**src/rtl/busSeqPkg.sv**
```systemverilog
package busSeqPkg;

  typedef enum logic [1:0] {
    PH_IDLE = 2'd0,
    PH_T1   = 2'd1,
    PH_T2   = 2'd2,
    PH_T3   = 2'd3
  } phase_e;

  // strobes from control to datapath
  typedef struct packed {
    logic capture;    // request accepted this edge
    logic latchRead;  // last T2 ends this edge
    logic inAddr;     // T1
    logic inCmd;      // T2 (and its repeats)
    logic inEnd;      // T3
  } seqStrobe_t;

endpackage

```
**src/rtl/busSeqCtrl.sv**
```systemverilog
module busSeqCtrl
  import busSeqPkg::*;
#(
  parameter int WW = 4
) (
  input  logic          clk,
  input  logic          rstN,
  input  logic          reqValid,
  input  logic [WW-1:0] waitCount,
  input  logic          extReady,
  input  logic          curInternal,
  output logic          busy,
  output logic          done,
  output seqStrobe_t    strobe
);

  phase_e        phase, phaseNext;
  logic [WW-1:0] waitsLeft;
  logic          accept;
  logic          leaveCmd;

  assign accept   = (phase == PH_IDLE) && reqValid;
  assign leaveCmd = (phase == PH_T2) &&
                    (curInternal || ((waitsLeft == '0) && extReady));

  always_comb begin
    phaseNext = phase;
    unique case (phase)
      PH_IDLE: if (reqValid) phaseNext = PH_T1;
      PH_T1:   phaseNext = PH_T2;
      PH_T2:   if (leaveCmd) phaseNext = PH_T3;
      PH_T3:   phaseNext = PH_IDLE;
      default: phaseNext = PH_IDLE;
    endcase
  end

  always_ff @(posedge clk or negedge rstN) begin
    if (!rstN) begin
      phase     <= PH_IDLE;
      waitsLeft <= '0;
    end else begin
      phase <= phaseNext;
      if (accept)
        waitsLeft <= waitCount;
      else if (phase == PH_T2 && !curInternal && waitsLeft != '0)
        waitsLeft <= waitsLeft - 1'b1;
    end
  end

  assign busy             = (phase != PH_IDLE);
  assign done             = (phase == PH_T3);
  assign strobe.capture   = accept;
  assign strobe.latchRead = leaveCmd;
  assign strobe.inAddr    = (phase == PH_T1);
  assign strobe.inCmd     = (phase == PH_T2);
  assign strobe.inEnd     = (phase == PH_T3);

  AST_DONE_PULSE: assert property (@(posedge clk) disable iff (!rstN)
    done |=> !done);

  AST_ADDR_TO_CMD: assert property (@(posedge clk) disable iff (!rstN)
    strobe.inAddr |=> strobe.inCmd);

  AST_INT_FIXED: assert property (@(posedge clk) disable iff (!rstN)
    (strobe.inCmd && curInternal) |=> strobe.inEnd);

  AST_WAIT_STRETCH: assert property (@(posedge clk) disable iff (!rstN)
    (strobe.inCmd && !curInternal && waitsLeft != '0) |=> strobe.inCmd);

  AST_READY_STRETCH: assert property (@(posedge clk) disable iff (!rstN)
    (strobe.inCmd && !curInternal && !extReady) |=> strobe.inCmd);

endmodule

```
**src/rtl/busSeqDatapath.sv**
```systemverilog
module busSeqDatapath
  import busSeqPkg::*;
#(
  parameter int AW = 24,
  parameter int DW = 32
) (
  input  logic            clk,
  input  logic            rstN,
  input  seqStrobe_t      strobe,
  input  logic [AW-1:0]   reqAddr,
  input  logic            reqWrite,
  input  logic [1:0]      reqSize,
  input  logic            reqInternal,
  input  logic [DW-1:0]   reqWdata,
  input  logic            mirrorEn,
  input  logic [DW-1:0]   extDataIn,
  input  logic [DW-1:0]   intRdata,
  output logic            curInternal,
  output logic [DW-1:0]   rdData,
  output logic            extAle,
  output logic            extRdN,
  output logic            extWrN,
  output logic [AW-1:0]   extAddr,
  output logic [DW/8-1:0] extByteEn,
  output logic [DW-1:0]   extDataOut,
  output logic            extDataOe,
  output logic            intSel,
  output logic            intWrite,
  output logic [AW-1:0]   intAddr,
  output logic [DW-1:0]   intWdata
);

  localparam int LANES  = DW / 8;
  localparam int OFFW   = $clog2(LANES);
  localparam int MAXLOG = OFFW;

  logic [AW-1:0]    addrReg;
  logic [DW-1:0]    dataReg;
  logic [LANES-1:0] laneReg;
  logic [LANES-1:0] laneNext;
  logic             writeReg;
  logic             visReg;
  logic             active;
  logic             cmdPhase;

  // byte lanes: aligned group of 2**sizeLog lanes holding the low address
  always_comb begin
    int sizeLog;
    int offs;
    sizeLog = (int'(reqSize) > MAXLOG) ? MAXLOG : int'(reqSize);
    offs    = int'(reqAddr[OFFW-1:0]);
    for (int i = 0; i < LANES; i++)
      laneNext[i] = ((i >> sizeLog) == (offs >> sizeLog));
  end

  always_ff @(posedge clk or negedge rstN) begin
    if (!rstN) begin
      addrReg     <= '0;
      dataReg     <= '0;
      laneReg     <= '0;
      writeReg    <= 1'b0;
      curInternal <= 1'b0;
      visReg      <= 1'b0;
      rdData      <= '0;
    end else begin
      if (strobe.capture) begin
        addrReg     <= reqAddr;
        dataReg     <= reqWdata;
        laneReg     <= laneNext;
        writeReg    <= reqWrite;
        curInternal <= reqInternal;
        visReg      <= !reqInternal || mirrorEn;
      end
      if (strobe.latchRead && !writeReg)
        rdData <= curInternal ? intRdata : extDataIn;
    end
  end

  assign active   = strobe.inAddr | strobe.inCmd | strobe.inEnd;
  assign cmdPhase = strobe.inCmd | strobe.inEnd;

  // external pins
  assign extAle     = visReg && strobe.inAddr;
  assign extRdN     = !(visReg && strobe.inCmd && !writeReg);
  assign extWrN     = !(visReg && strobe.inCmd && writeReg);
  assign extAddr    = (visReg && active) ? addrReg : '0;
  assign extByteEn  = (visReg && active) ? laneReg : '0;
  assign extDataOe  = visReg && writeReg && cmdPhase;
  assign extDataOut = extDataOe ? dataReg : '0;

  // on-chip peripheral side
  assign intSel   = curInternal && strobe.inCmd;
  assign intWrite = intSel && writeReg;
  assign intAddr  = (curInternal && active) ? addrReg : '0;
  assign intWdata = intWrite ? dataReg : '0;

  AST_CMD_EXCLUSIVE: assert property (@(posedge clk) disable iff (!rstN)
    !(!extRdN && !extWrN));

  AST_HOLD_WHILE_BUSY: assert property (@(posedge clk) disable iff (!rstN)
    (active && !strobe.inEnd) |=> ($stable(addrReg) && $stable(writeReg)));

  AST_HIDDEN_INTERNAL: assert property (@(posedge clk) disable iff (!rstN)
    (active && curInternal && !visReg) |-> (extRdN && extWrN && !extAle && !extDataOe));

  AST_LANES_PRESENT: assert property (@(posedge clk) disable iff (!rstN)
    (visReg && active) |-> (extByteEn != '0));

endmodule

```
**src/rtl/busCycleSeq.sv**
```systemverilog
module busCycleSeq
  import busSeqPkg::*;
#(
  parameter int AW = 24,
  parameter int DW = 32,
  parameter int WW = 4
) (
  input  logic            clk,
  input  logic            rstN,
  input  logic            reqValid,
  input  logic [AW-1:0]   reqAddr,
  input  logic            reqWrite,
  input  logic [1:0]      reqSize,
  input  logic            reqInternal,
  input  logic [DW-1:0]   reqWdata,
  input  logic [WW-1:0]   waitCount,
  input  logic            mirrorEn,
  output logic            busy,
  output logic            done,
  output logic [DW-1:0]   rdData,
  output logic            extAle,
  output logic            extRdN,
  output logic            extWrN,
  output logic [AW-1:0]   extAddr,
  output logic [DW/8-1:0] extByteEn,
  output logic [DW-1:0]   extDataOut,
  output logic            extDataOe,
  input  logic [DW-1:0]   extDataIn,
  input  logic            extReady,
  output logic            intSel,
  output logic            intWrite,
  output logic [AW-1:0]   intAddr,
  output logic [DW-1:0]   intWdata,
  input  logic [DW-1:0]   intRdata
);

  seqStrobe_t strobe;
  logic       curInternal;

  busSeqCtrl #(.WW(WW)) u_ctrl (
    .clk        (clk),
    .rstN       (rstN),
    .reqValid   (reqValid),
    .waitCount  (waitCount),
    .extReady   (extReady),
    .curInternal(curInternal),
    .busy       (busy),
    .done       (done),
    .strobe     (strobe)
  );

  busSeqDatapath #(.AW(AW), .DW(DW)) u_data (
    .clk        (clk),
    .rstN       (rstN),
    .strobe     (strobe),
    .reqAddr    (reqAddr),
    .reqWrite   (reqWrite),
    .reqSize    (reqSize),
    .reqInternal(reqInternal),
    .reqWdata   (reqWdata),
    .mirrorEn   (mirrorEn),
    .extDataIn  (extDataIn),
    .intRdata   (intRdata),
    .curInternal(curInternal),
    .rdData     (rdData),
    .extAle     (extAle),
    .extRdN     (extRdN),
    .extWrN     (extWrN),
    .extAddr    (extAddr),
    .extByteEn  (extByteEn),
    .extDataOut (extDataOut),
    .extDataOe  (extDataOe),
    .intSel     (intSel),
    .intWrite   (intWrite),
    .intAddr    (intAddr),
    .intWdata   (intWdata)
  );

endmodule

```
**config.mk**
```make
export PLATFORM = sky130hd
export DESIGN_NAME = busCycleSeq
export DESIGN_NICKNAME = d
export VERILOG_FILES = /design/src/rtl/busSeqPkg.sv /design/src/rtl/busSeqCtrl.sv /design/src/rtl/busSeqDatapath.sv /design/src/rtl/busCycleSeq.sv
export SDC_FILE = /design/constraint.sdc
export NUM_CORES = 1
export LEC_CHECK = 0
export CAP_MARGIN = 15
export CELL_PAD_IN_SITES_DETAIL_PLACEMENT = 1
export CELL_PAD_IN_SITES_GLOBAL_PLACEMENT = 1
export CORE_ASPECT_RATIO = 1.2
export CORE_MARGIN = 10
export CORE_UTILIZATION = 30
export DETAILED_ROUTE_END_ITERATION = 16
export HOLD_SLACK_MARGIN = 0.1
export PLACE_DENSITY_LB_ADDON = 0.12
export SLEW_MARGIN = 30
export SYNTH_ARGS = -nofsm -noshare
export SYNTH_HDL_FRONTEND = slang
export SYNTH_SLANG_ARGS = --single-unit
```
**constraint.sdc**
```tcl
create_clock -name clk -period 2.4 [get_ports clk]
set_input_delay 0.6 -clock clk [delete_from_list [all_inputs] [get_ports clk]]
set_output_delay 0.6 -clock clk [all_outputs]
set_load 0.01 [all_outputs]
```
==> results of run 1 <==
[worst reg2reg max path, delay by kind of cell (launching register included)]
family	cells	cell delay, ps
and+or+nand+nor	1	220
adders and majority gates	1	210
muxes	1	360
buffers and inverters	5	740
DFF	1	390
[placed cells by master, fill, tap and decap left out, types with 2 or more instances in the layout]
cell             count
o21ai_0              8
inv_2                3
a21oi_1              6
a221o_1             32
nand2b_1            35
nand3b_1             2
clkbuf_16           12
nand4bb_1           32
clkdlybuf4s50_1    163
dlygate4sd2_1       15
mux2i_1             33
buf_6               94
dfrtp_1            100
nand2_1              6
buf_12              15
ha_1                 3
diode_2              2
or3_1                3
mux2_2              57
buf_4               20
clkinv_2             3
clkbuf_2             3
and2_4              82
and2_1              36
ha_4                 3
a31oi_1              3
buf_16               5
inv_1                5
buf_2               20
nor2_1               5
[what timing repair did]
action                     in CTS  in global routing
hold buffers                    1                  0
gates resized for setup       550                114
hold endpoints to repair       10                  0
setup endpoints to repair     123                108
gates cloned                    8                  3
pin swaps                      16                 10
setup buffers                  19                  7
[registers in the layout, indices dropped and copies added (netlist names)]
signal	flops
u_ctrl.phase	2
u_ctrl.waitsLeft	4
u_data.addrReg	24
u_data.curInternal	1
u_data.dataReg	32
u_data.laneReg	4
u_data.rdData	32
u_data.visReg	1
u_data.writeReg	1
[layer usage]
metal | track usage, % | part of all wire (%) | up-vias
li1 | - | - | 2430
met1 | 21.7 | 39 | 2694
met2 | 31.6 | 49 | 208
met3 | 8.42 | 10 | 28
met4 | 6.75 | 2.1 | 2
met5 | 0 | 0.051 | -
[cell families (layout without fill, tap and decap cells)]
logic type | count (synthesis) | count (layout) | share of synthesized area, %
AND/OR/NAND/NOR | 213 | 213 | 25.5
flip-flops | 101 | 101 | 43.8
multiplexers | 91 | 91 | 17.1
buffers and inverters | 53 | 366 | 4.77
AO/OA/AOI/OAI | 52 | 52 | 7.59
adder cells (fa/ha/maj) | 6 | 6 | 1.30
other | 0 | 2 | 0
[path summary, 6_finish.rpt]
path | start | to | slack [ps] | cells past startpoint
max in group asynchronous | rstN | u_data.dataReg[6] | 1050 | 3
worst max-delay path | u_ctrl.phase[1] | extDataOut[18] | -110 | 7
min in group asynchronous | rstN | u_data.rdData[23] | 640 | 2
worst max register to register | u_ctrl.phase[0] | u_data.dataReg[10] | 360 | 8
worst min register to register | u_data.laneReg[0] | u_data.laneReg[0] | 490 | 2
worst min-delay path | u_data.laneReg[0] | u_data.laneReg[0] | 490 | 2
[layout make-up]
type / count / area (um2) / area share, %
repair buffers: 342 / 3650 / 36.1
multi-input cells: 362 / 3260 / 32.3
flip-flops and latches: 101 / 2530 / 25.0
well taps: 256 / 320 / 3.17
clock buffers: 10 / 239 / 2.37
clock inverters: 6 / 61.3 / 0.607
inverters: 8 / 30.0 / 0.297
diodes: 2 / 5.00 / 0.0496
[report_power, final]
part	internal, mW	leakage (nW)	switching, mW	total [mW]
clock	0.837	0.149	0.681	1.52
combinational	4.20	3.28	3.06	7.26
sequential	2.48	1.13	0.703	3.18
total	7.51	4.55	4.45	12.0
[stage by stage]
stage | instance area (um2) | hold WS, ps | total power [mW] | utilization [%]
after floorplan | 5770 | 304 | 6.21 | -
after global placement | 9020 | 459 | 9.10 | 47.7
after detailed placement | 9020 | 457 | 9.31 | 47.7
after CTS | 9770 | 495 | 11.6 | 51.6
after global routing | 10100 | 513 | 12.8 | 53.3
final | 10100 | 488 | 12.0 | 53.3
==> results.json, run 1 <==
{
  "status": "finished, violations left",
  "violations": "negative setup slack",
  "worstSetupEndpointType": "primary output",
  "crit_required_ps": 1800,
  "critPathLaunchType": "flop",
  "drt_iter0_markers": 261,
  "clk_path_buf_depth": 2,
  "cp_common_cell": "buf_6",
  "grt_pass1_wl_mm": 37.8,
  "yosysWarnings": 0,
  "grt_overflow_total": 0,
  "dieArea_um2": 25200,
  "die_h_um": 172,
  "cts_tree": "built",
  "timing.final.crit_share_pct": 104,
  "synth_seq_area_share_pct": 43.8,
  "stdcell_count": 1087,
  "nNetsFinal": 963,
  "ys_top_cells_by_count": "and2_1 (118), dfrtp_1 (101), mux2_2 (57), nand2b_1 (35)",
  "synth_fp_nets": 655,
  "core.rowCount": 55,
  "hp-class": "reg -> reg",
  "finalSetupTns_ps": -3070,
  "start_util_pct": 30.5,
  "clock_latency_ps": 350,
  "dp_slack_ps": -100,
  "vias_per_cell": 4.93,
  "hold_violations": 0,
  "firstDrtPassIters": 4,
  "synth_area_leaders": "dfrtp_1 (44%), and2_1 (13%), mux2_2 (11%), nand4bb_1 (6.4%), mux2i_1 (5.7%)",
  "finalWorstSetupSlack_ps": -108,
  "clk_transition_reported_paths_ps": 70,
  "crit_path_max_fanout": 8,
  "final-max-slew-violation-count": 0,
  "path_buf_inv": 4,
  "grt_max_degree": 69,
  "max_slew.worst_pin.slew_ps": 469,
  "drc_errors": 0,
  "ys_seq_elements": 101,
  "coreArea_um2": 18900,
  "slowest_delay_ps": 410,
  "dpl.hpwl_mm": 17.2,
  "clock_skew_ps": 9.34,
  "antenna_found_initial": 2,
  "synth_edf_count": 0,
  "yosys.area.top_type": "dfrtp_1",
  "criticalPathCategory": "reg -> out",
  "postRouteWirelength_mm": 25.3,
  "power_density_nw_per_um2": 1180,
  "setup_violations": 48,
  "relSlewSlack_pct": 68.8,
  "drv_cap": 0,
  "dp_cells": 1037,
  "synth-main-ff-cell": "dfrtp_1",
  "synth_top_area_share_pct": 43.8,
  "drive_gt1_share_pct": 40.0,
  "peakVddDrop_mv": 0.499,
  "pin_count": 289,
  "grtUsageTotal_pct": 19.2,
  "p_leak_nw": 4.55,
  "arrival_ps": 1910,
  "port_buffers": 288,
  "ant_nets": 0,
  "avgSynthCellArea_um2": 11.2,
  "syn_area_um2": 5770,
  "die_w_um": 147,
  "vias": 5362,
  "worst_path_max_delay_cell": "dfrtp_1",
  "cp_cell_sequence": "buf_6, ha_4, o211a_4, buf_12, clkbuf_16, and2_4, buf_6",
  "syn_inst": 516,
  "crit_family": "buffers and inverters",
  "period_needed_ps": 2510,
  "areaGrowthSynthToFinish_pct": 74.9,
  "wl_per_cell_um": 23.2,
  "htreeDepth": 3,
  "max_freq_ghz": 0.399,
  "async_reset_ff_share_pct": 100,
  "synthMostInstantiatedCell": "and2_1",
  "numCtsBuffers": 9,
  "rsz0062_at_grt": "true",
  "clock-sinks": 101,
  "cts-root-buf": "clkbuf_16",
  "fillers": 1964,
  "gp_congestion": 0.777,
  "synth_cell_type_count": 35,
  "grt_pass1_vias": 6073
}
Power figures use the tool's default switching activity.
==> inputs of run 2 (changes only) <==
--- a/config.mk
+++ b/config.mk
@@ -14,6 +14,7 @@
 export DETAILED_ROUTE_END_ITERATION = 16
 export HOLD_SLACK_MARGIN = 0.1
 export PLACE_DENSITY_LB_ADDON = 0.12
+export SETUP_SLACK_MARGIN = 0.2
 export SLEW_MARGIN = 30
 export SYNTH_ARGS = -nofsm -noshare
 export SYNTH_HDL_FRONTEND = slang
==> results.json, run 2 (synthesis gave the netlist of run 1 again) <==
{
  "clk_path_buf_depth": 2,
  "htreeDepth": 3,
  "hold_violations": 0,
  "drc_errors": 0,
  "cp_cell_sequence": "buf_6, ha_4, o211a_4, buf_12, clkbuf_16, and2_4, buf_6",
  "clock-sinks": 101,
  "final-max-slew-violation-count": 0,
  "cp_common_cell": "buf_6",
  "clk_transition_reported_paths_ps": 70,
  "port_buffers": 288,
  "gp_congestion": 0.777,
  "drv_cap": 0,
  "slowest_delay_ps": 410,
  "pin_count": 289,
  "crit_path_max_fanout": 8,
  "postRouteWirelength_mm": 26.3,
  "period_needed_ps": 2490,
  "grtUsageTotal_pct": 19.9,
  "finalHoldWorstSlack_ps": 499,
  "core.rowCount": 55,
  "peakVddDrop_mv": 0.678,
  "worstSetupEndpointType": "primary output",
  "ant_nets": 0,
  "clock_skew_ps": 8.65,
  "layout_commonest_cell": "clkdlybuf4s50_1",
  "dpl.hpwl_mm": 17.2,
  "cts_tree": "built",
  "clock_latency_ps": 350,
  "timing.final.crit_share_pct": 104,
  "mostFrequentLayoutCells": "clkdlybuf4s50_1 (163), buf_6 (140), and2_4 (116), dfrtp_1 (100), mux2_2 (57)",
  "drt_iter0_markers": 283,
  "insertedDiodeCount": 0,
  "dieArea_um2": 25200,
  "placed_area_um2": 9020,
  "die_w_um": 147,
  "stdcell_count": 1101,
  "antenna_found_initial": 1,
  "p_leak_nw": 4.77,
  "worst_path_max_delay_cell": "dfrtp_1",
  "vias_per_cell": 4.96,
  "arrival_ps": 1890,
  "rsz0062_at_grt": "true",
  "dp_cells": 1037,
  "hp-class": "reg -> reg",
  "grt_pass1_vias": 6154,
  "areaGrowthSynthToFinish_pct": 84.9,
  "design_area_um2": 10700,
  "coreArea_um2": 18900,
  "criticalPathCategory": "reg -> out",
  "violations": "negative setup slack",
  "wl_per_cell_um": 23.9,
  "max_slew.worst_pin.slew_ps": 470,
  "grt_max_degree": 69,
  "crit_required_ps": 1800,
  "grt_overflow_total": 0,
  "start_util_pct": 30.5,
  "status": "finished, violations left",
  "cts-root-buf": "clkbuf_16",
  "die_h_um": 172,
  "vias": 5463,
  "critPathLaunchType": "flop",
  "max_freq_ghz": 0.401,
  "setup_violations": 66,
  "relSlewSlack_pct": 68.6,
  "drive_gt1_share_pct": 47.6,
  "grt_pass1_wl_mm": 39.0,
  "top_regs": "u_data.dataReg: 32 flops, u_data.rdData: 32 flops, u_data.addrReg: 24 flops",
  "firstDrtPassIters": 4,
  "power_density_nw_per_um2": 1260,
  "numCtsBuffers": 9,
  "finalWorstSetupSlack_ps": -92.8,
  "nNetsFinal": 979
}
## run 2: worst max-delay path, delay by kind of cell (launching register included)
family,cells,cell delay [ps]
buffers and inverters,4,550
DFF,1,410
adders and majority gates,1,160
and+or+nand+nor,1,160
AOI/OAI and AO/OA,1,270
## run 2: metal layers
layer  vias to the layer above  track usage (%)  wire (um)
met3                        18             7.61       2290
met1                      2781             22.8      10200
met4                         2             4.97        297
met5                         -                0         13
li1                       2472                -          -
met2                       190             34.2      13500
## run 2: through the flow
step | util [%] | TNS, ps | power, mW | worst slack, ps
2_1_floorplan | - | 0 | 6.21 | 300
3_3_place_gp | 47.7 | -46.1 | 9.10 | -23.4
3_5_place_dp | 47.7 | -2940 | 9.31 | -100
4_1_cts | 53.7 | -2120 | 12.8 | -99.3
5_1_grt | 56.4 | -8300 | 14.3 | -142
6_report | 56.4 | -3750 | 13.5 | -92.8
## run 2: final cells by class
| cell class | instances | area (um2) |
|---|---|---|
| Clock buffer | 10 | 239 |
| Multi-Input combinational cell | 362 | 3360 |
| Inverter | 8 | 30.0 |
| Sequential cell | 101 | 2530 |
| Tap cell | 256 | 320 |
| Clock inverter | 6 | 61.3 |
| Fill cell | 1880 | 8250 |
| Timing Repair Buffer | 358 | 4130 |
## run 2: final timing paths
check,start,to,slack [ps],cells past startpoint
min reg2reg,u_data.laneReg[2],u_data.laneReg[2],500,2
min in group asynchronous,rstN,u_data.rdData[23],630,2
max reg2reg,u_ctrl.phase[1],u_data.rdData[30],320,10
max,u_ctrl.phase[1],extDataOut[22],-90,7
max in group asynchronous,rstN,u_data.dataReg[6],1050,3
min,u_data.laneReg[2],u_data.laneReg[2],500,2
## run 2: repair_timing
action	4_1_cts	5_1_grt
cloned	11	3
setup endpoints to repair	124	123
setup buffers	25	8
endpoints found under the hold margin	10	0
pin swaps	33	7
hold buffers	1	0
resized for setup	709	108
## run 2: power breakdown
group | switching, mW | internal (mW)
combinational | 3.39 | 5.33
clock | 0.686 | 0.837
sequential | 0.758 | 2.48
total | 4.83 | 8.65
==> inputs of run 3 (changes only) <==
--- a/config.mk
+++ b/config.mk
@@ -14,6 +14,7 @@
 export DETAILED_ROUTE_END_ITERATION = 16
 export HOLD_SLACK_MARGIN = 0.1
 export PLACE_DENSITY_LB_ADDON = 0.12
+export RECOVER_POWER = 100
 export SETUP_SLACK_MARGIN = 0.2
 export SLEW_MARGIN = 30
 export SYNTH_ARGS = -nofsm -noshare
==> results.json, run 3 (synthesis gave the netlist of run 1 again) <==
{
  "clock_skew_ps": 8.38,
  "arrival_ps": 1890,
  "finalSetupTns_ps": -3770,
  "gp_congestion": 0.777,
  "coreArea_um2": 18900,
  "peakVddDrop_mv": 0.678,
  "layout_commonest_cell": "buf_6",
  "hp-class": "reg -> reg",
  "status": "finished, violations left",
  "total_power_mw": 13.4,
  "final-max-slew-violation-count": 0,
  "grt_pass1_wl_mm": 39.0,
  "dieArea_um2": 25200,
  "design_area_um2": 10600,
  "drive_gt1_share_pct": 47.2,
  "port_buffers": 288,
  "slowest_delay_ps": 410,
  "pin_count": 289,
  "r2r-start": "u_ctrl.phase[0]",
  "clock_latency_ps": 350,
  "mostFrequentLayoutCells": "buf_6 (140), clkdlybuf4s50_1 (131), and2_4 (116), dfrtp_1 (100), mux2_2 (57)",
  "drc_errors": 0,
  "power_density_nw_per_um2": 1260,
  "criticalPathCategory": "reg -> out",
  "start_util_pct": 30.5,
  "ant_nets": 0,
  "grt_overflow_total": 0,
  "dpl.hpwl_mm": 17.2,
  "wl_per_cell_um": 23.9,
  "p_leak_nw": 4.68,
  "die_h_um": 172,
  "hold_violations": 0,
  "postRouteWirelength_mm": 26.4,
  "cp_cell_sequence": "buf_6, ha_4, o211a_4, buf_12, clkbuf_16, and2_4, buf_6",
  "drv_cap": 0,
  "top_regs": "u_data.dataReg: 32 flops, u_data.rdData: 32 flops, u_data.addrReg: 24 flops",
  "relSlewSlack_pct": 44.2,
  "setup_violations": 66,
  "min-delay-start": "u_data.laneReg[2]",
  "vias": 5478,
  "worstSetupEndpointType": "primary output",
  "r2r_end": "u_ctrl.waitsLeft[3]",
  "critPathLaunchType": "flop",
  "nNetsFinal": 979,
  "cts-root-buf": "clkbuf_16",
  "areaGrowthSynthToFinish_pct": 84.3,
  "drt_iter0_markers": 254,
  "worst_path_max_delay_cell": "dfrtp_1",
  "period_needed_ps": 2490,
  "cp_common_cell": "buf_6",
  "ff2ff_path_depth": 9,
  "core.rowCount": 55,
  "numCtsBuffers": 9,
  "hold_end": "u_data.laneReg[2]",
  "firstDrtPassIters": 4,
  "insertedDiodeCount": 0,
  "vias_per_cell": 4.98,
  "crit_family": "buffers and inverters",
  "cts_tree": "built",
  "crit_path_max_fanout": 8,
  "violations": "negative setup slack",
  "grt_max_degree": 69,
  "clk_path_buf_depth": 2,
  "die_w_um": 147,
  "clock-sinks": 101,
  "grt_pass1_vias": 6154,
  "whs_path_depth": 2,
  "antenna_found_initial": 1,
  "max_freq_ghz": 0.401,
  "path_buf_inv": 4,
  "reg2reg_slack_ps": 190,
  "timing.final.crit_share_pct": 104,
  "max_slew.worst_pin.slew_ps": 837,
  "placed_area_um2": 9020,
  "htreeDepth": 3,
  "grtUsageTotal_pct": 19.9,
  "dp_slack_ps": -100,
  "clk_transition_reported_paths_ps": 70,
  "finalWorstSetupSlack_ps": -93.8,
  "crit_required_ps": 1800,
  "rsz0062_at_grt": "true"
}
[run 3: cell count changes in the layout (fill, tap and decap cells not counted)]
| cell | delta |
|---|---|
| nand2_2 | +1 |
| clkbuf_4 | +2 |
| clkbuf_2 | +2 |
| clkbuf_1 | +3 |
| buf_12 | -1 |
| clkdlybuf4s50_1 | -32 |
| buf_2 | +1 |
| dlygate4sd3_1 | +32 |
| nand2_4 | -1 |
| buf_4 | -7 |
[run 3: power by group]
part           total, mW  switching (mW)  internal, mW  leakage [nW]
clock network       1.52           0.687         0.837         0.149
registers           3.23           0.749          2.48          1.13
logic               8.63            3.38          5.25          3.41
[run 3: area by class of cell]
class                      instances  area, um2
multi-input combinational        362       3360
clock buffer                      10        239
timing repair buffer             358       4100
fill                            1886       8290
tap                              256        320
sequential                       101       2530
inverter                           8       30.0
clock inverter                     6       61.3
[run 3: how the worst max path moves through the flow]
| stage | from | endpoint | depth (start not counted) |
|---|---|---|---|
| finish | u_ctrl.phase[1] | extDataOut[22] | 7 |
| global route | u_ctrl.phase[1] | extDataOut[0] | 7 |
| CTS | u_ctrl.phase[1] | extDataOut[0] | 7 |
| detailed placement | u_ctrl.phase[0] | intWdata[3] | 6 |
| global placement | u_ctrl.phase[0] | intWdata[3] | 6 |
| floorplan | u_ctrl.phase[0] | intWdata[22] | 6 |
[run 3: what timing repair did]
action,CTS,global route
resized for setup,709,108
buffers inserted,25,8
endpoints found under the hold margin,10,0
hold buffers,1,0
endpoints found under the setup margin,124,123
cloned,11,3
pin swaps,33,7
[run 3: per-stage QoR]
step	hold slack [ps]	utilization [%]	std cells
after floorplan	304	-	516
final	499	56.2	1101
after global placement	459	47.7	1037
after detailed placement	457	47.7	1037
after global routing	516	56.2	1101
after CTS	495	53.7	1090
[run 3: layer usage]
| layer | global-route usage [%] | up-vias | wire, um |
|---|---|---|---|
| met5 | 0 | - | 13 |
| met4 | 4.97 | 2 | 297 |
| met2 | 34.2 | 192 | 13500 |
| li1 | - | 2471 | - |
| met1 | 22.8 | 2795 | 10200 |
| met3 | 7.61 | 18 | 2290 |
[run 3: worst register-to-register path, stage by stage, from the launching register on]
cell and delay (ps):
dfrtp_1 410, inv_2 130, ha_4 180, buf_6 100, buf_12 110, buf_12 100
clkbuf_2 310, nand2b_2 150, or4_1 490, a31oi_1 170
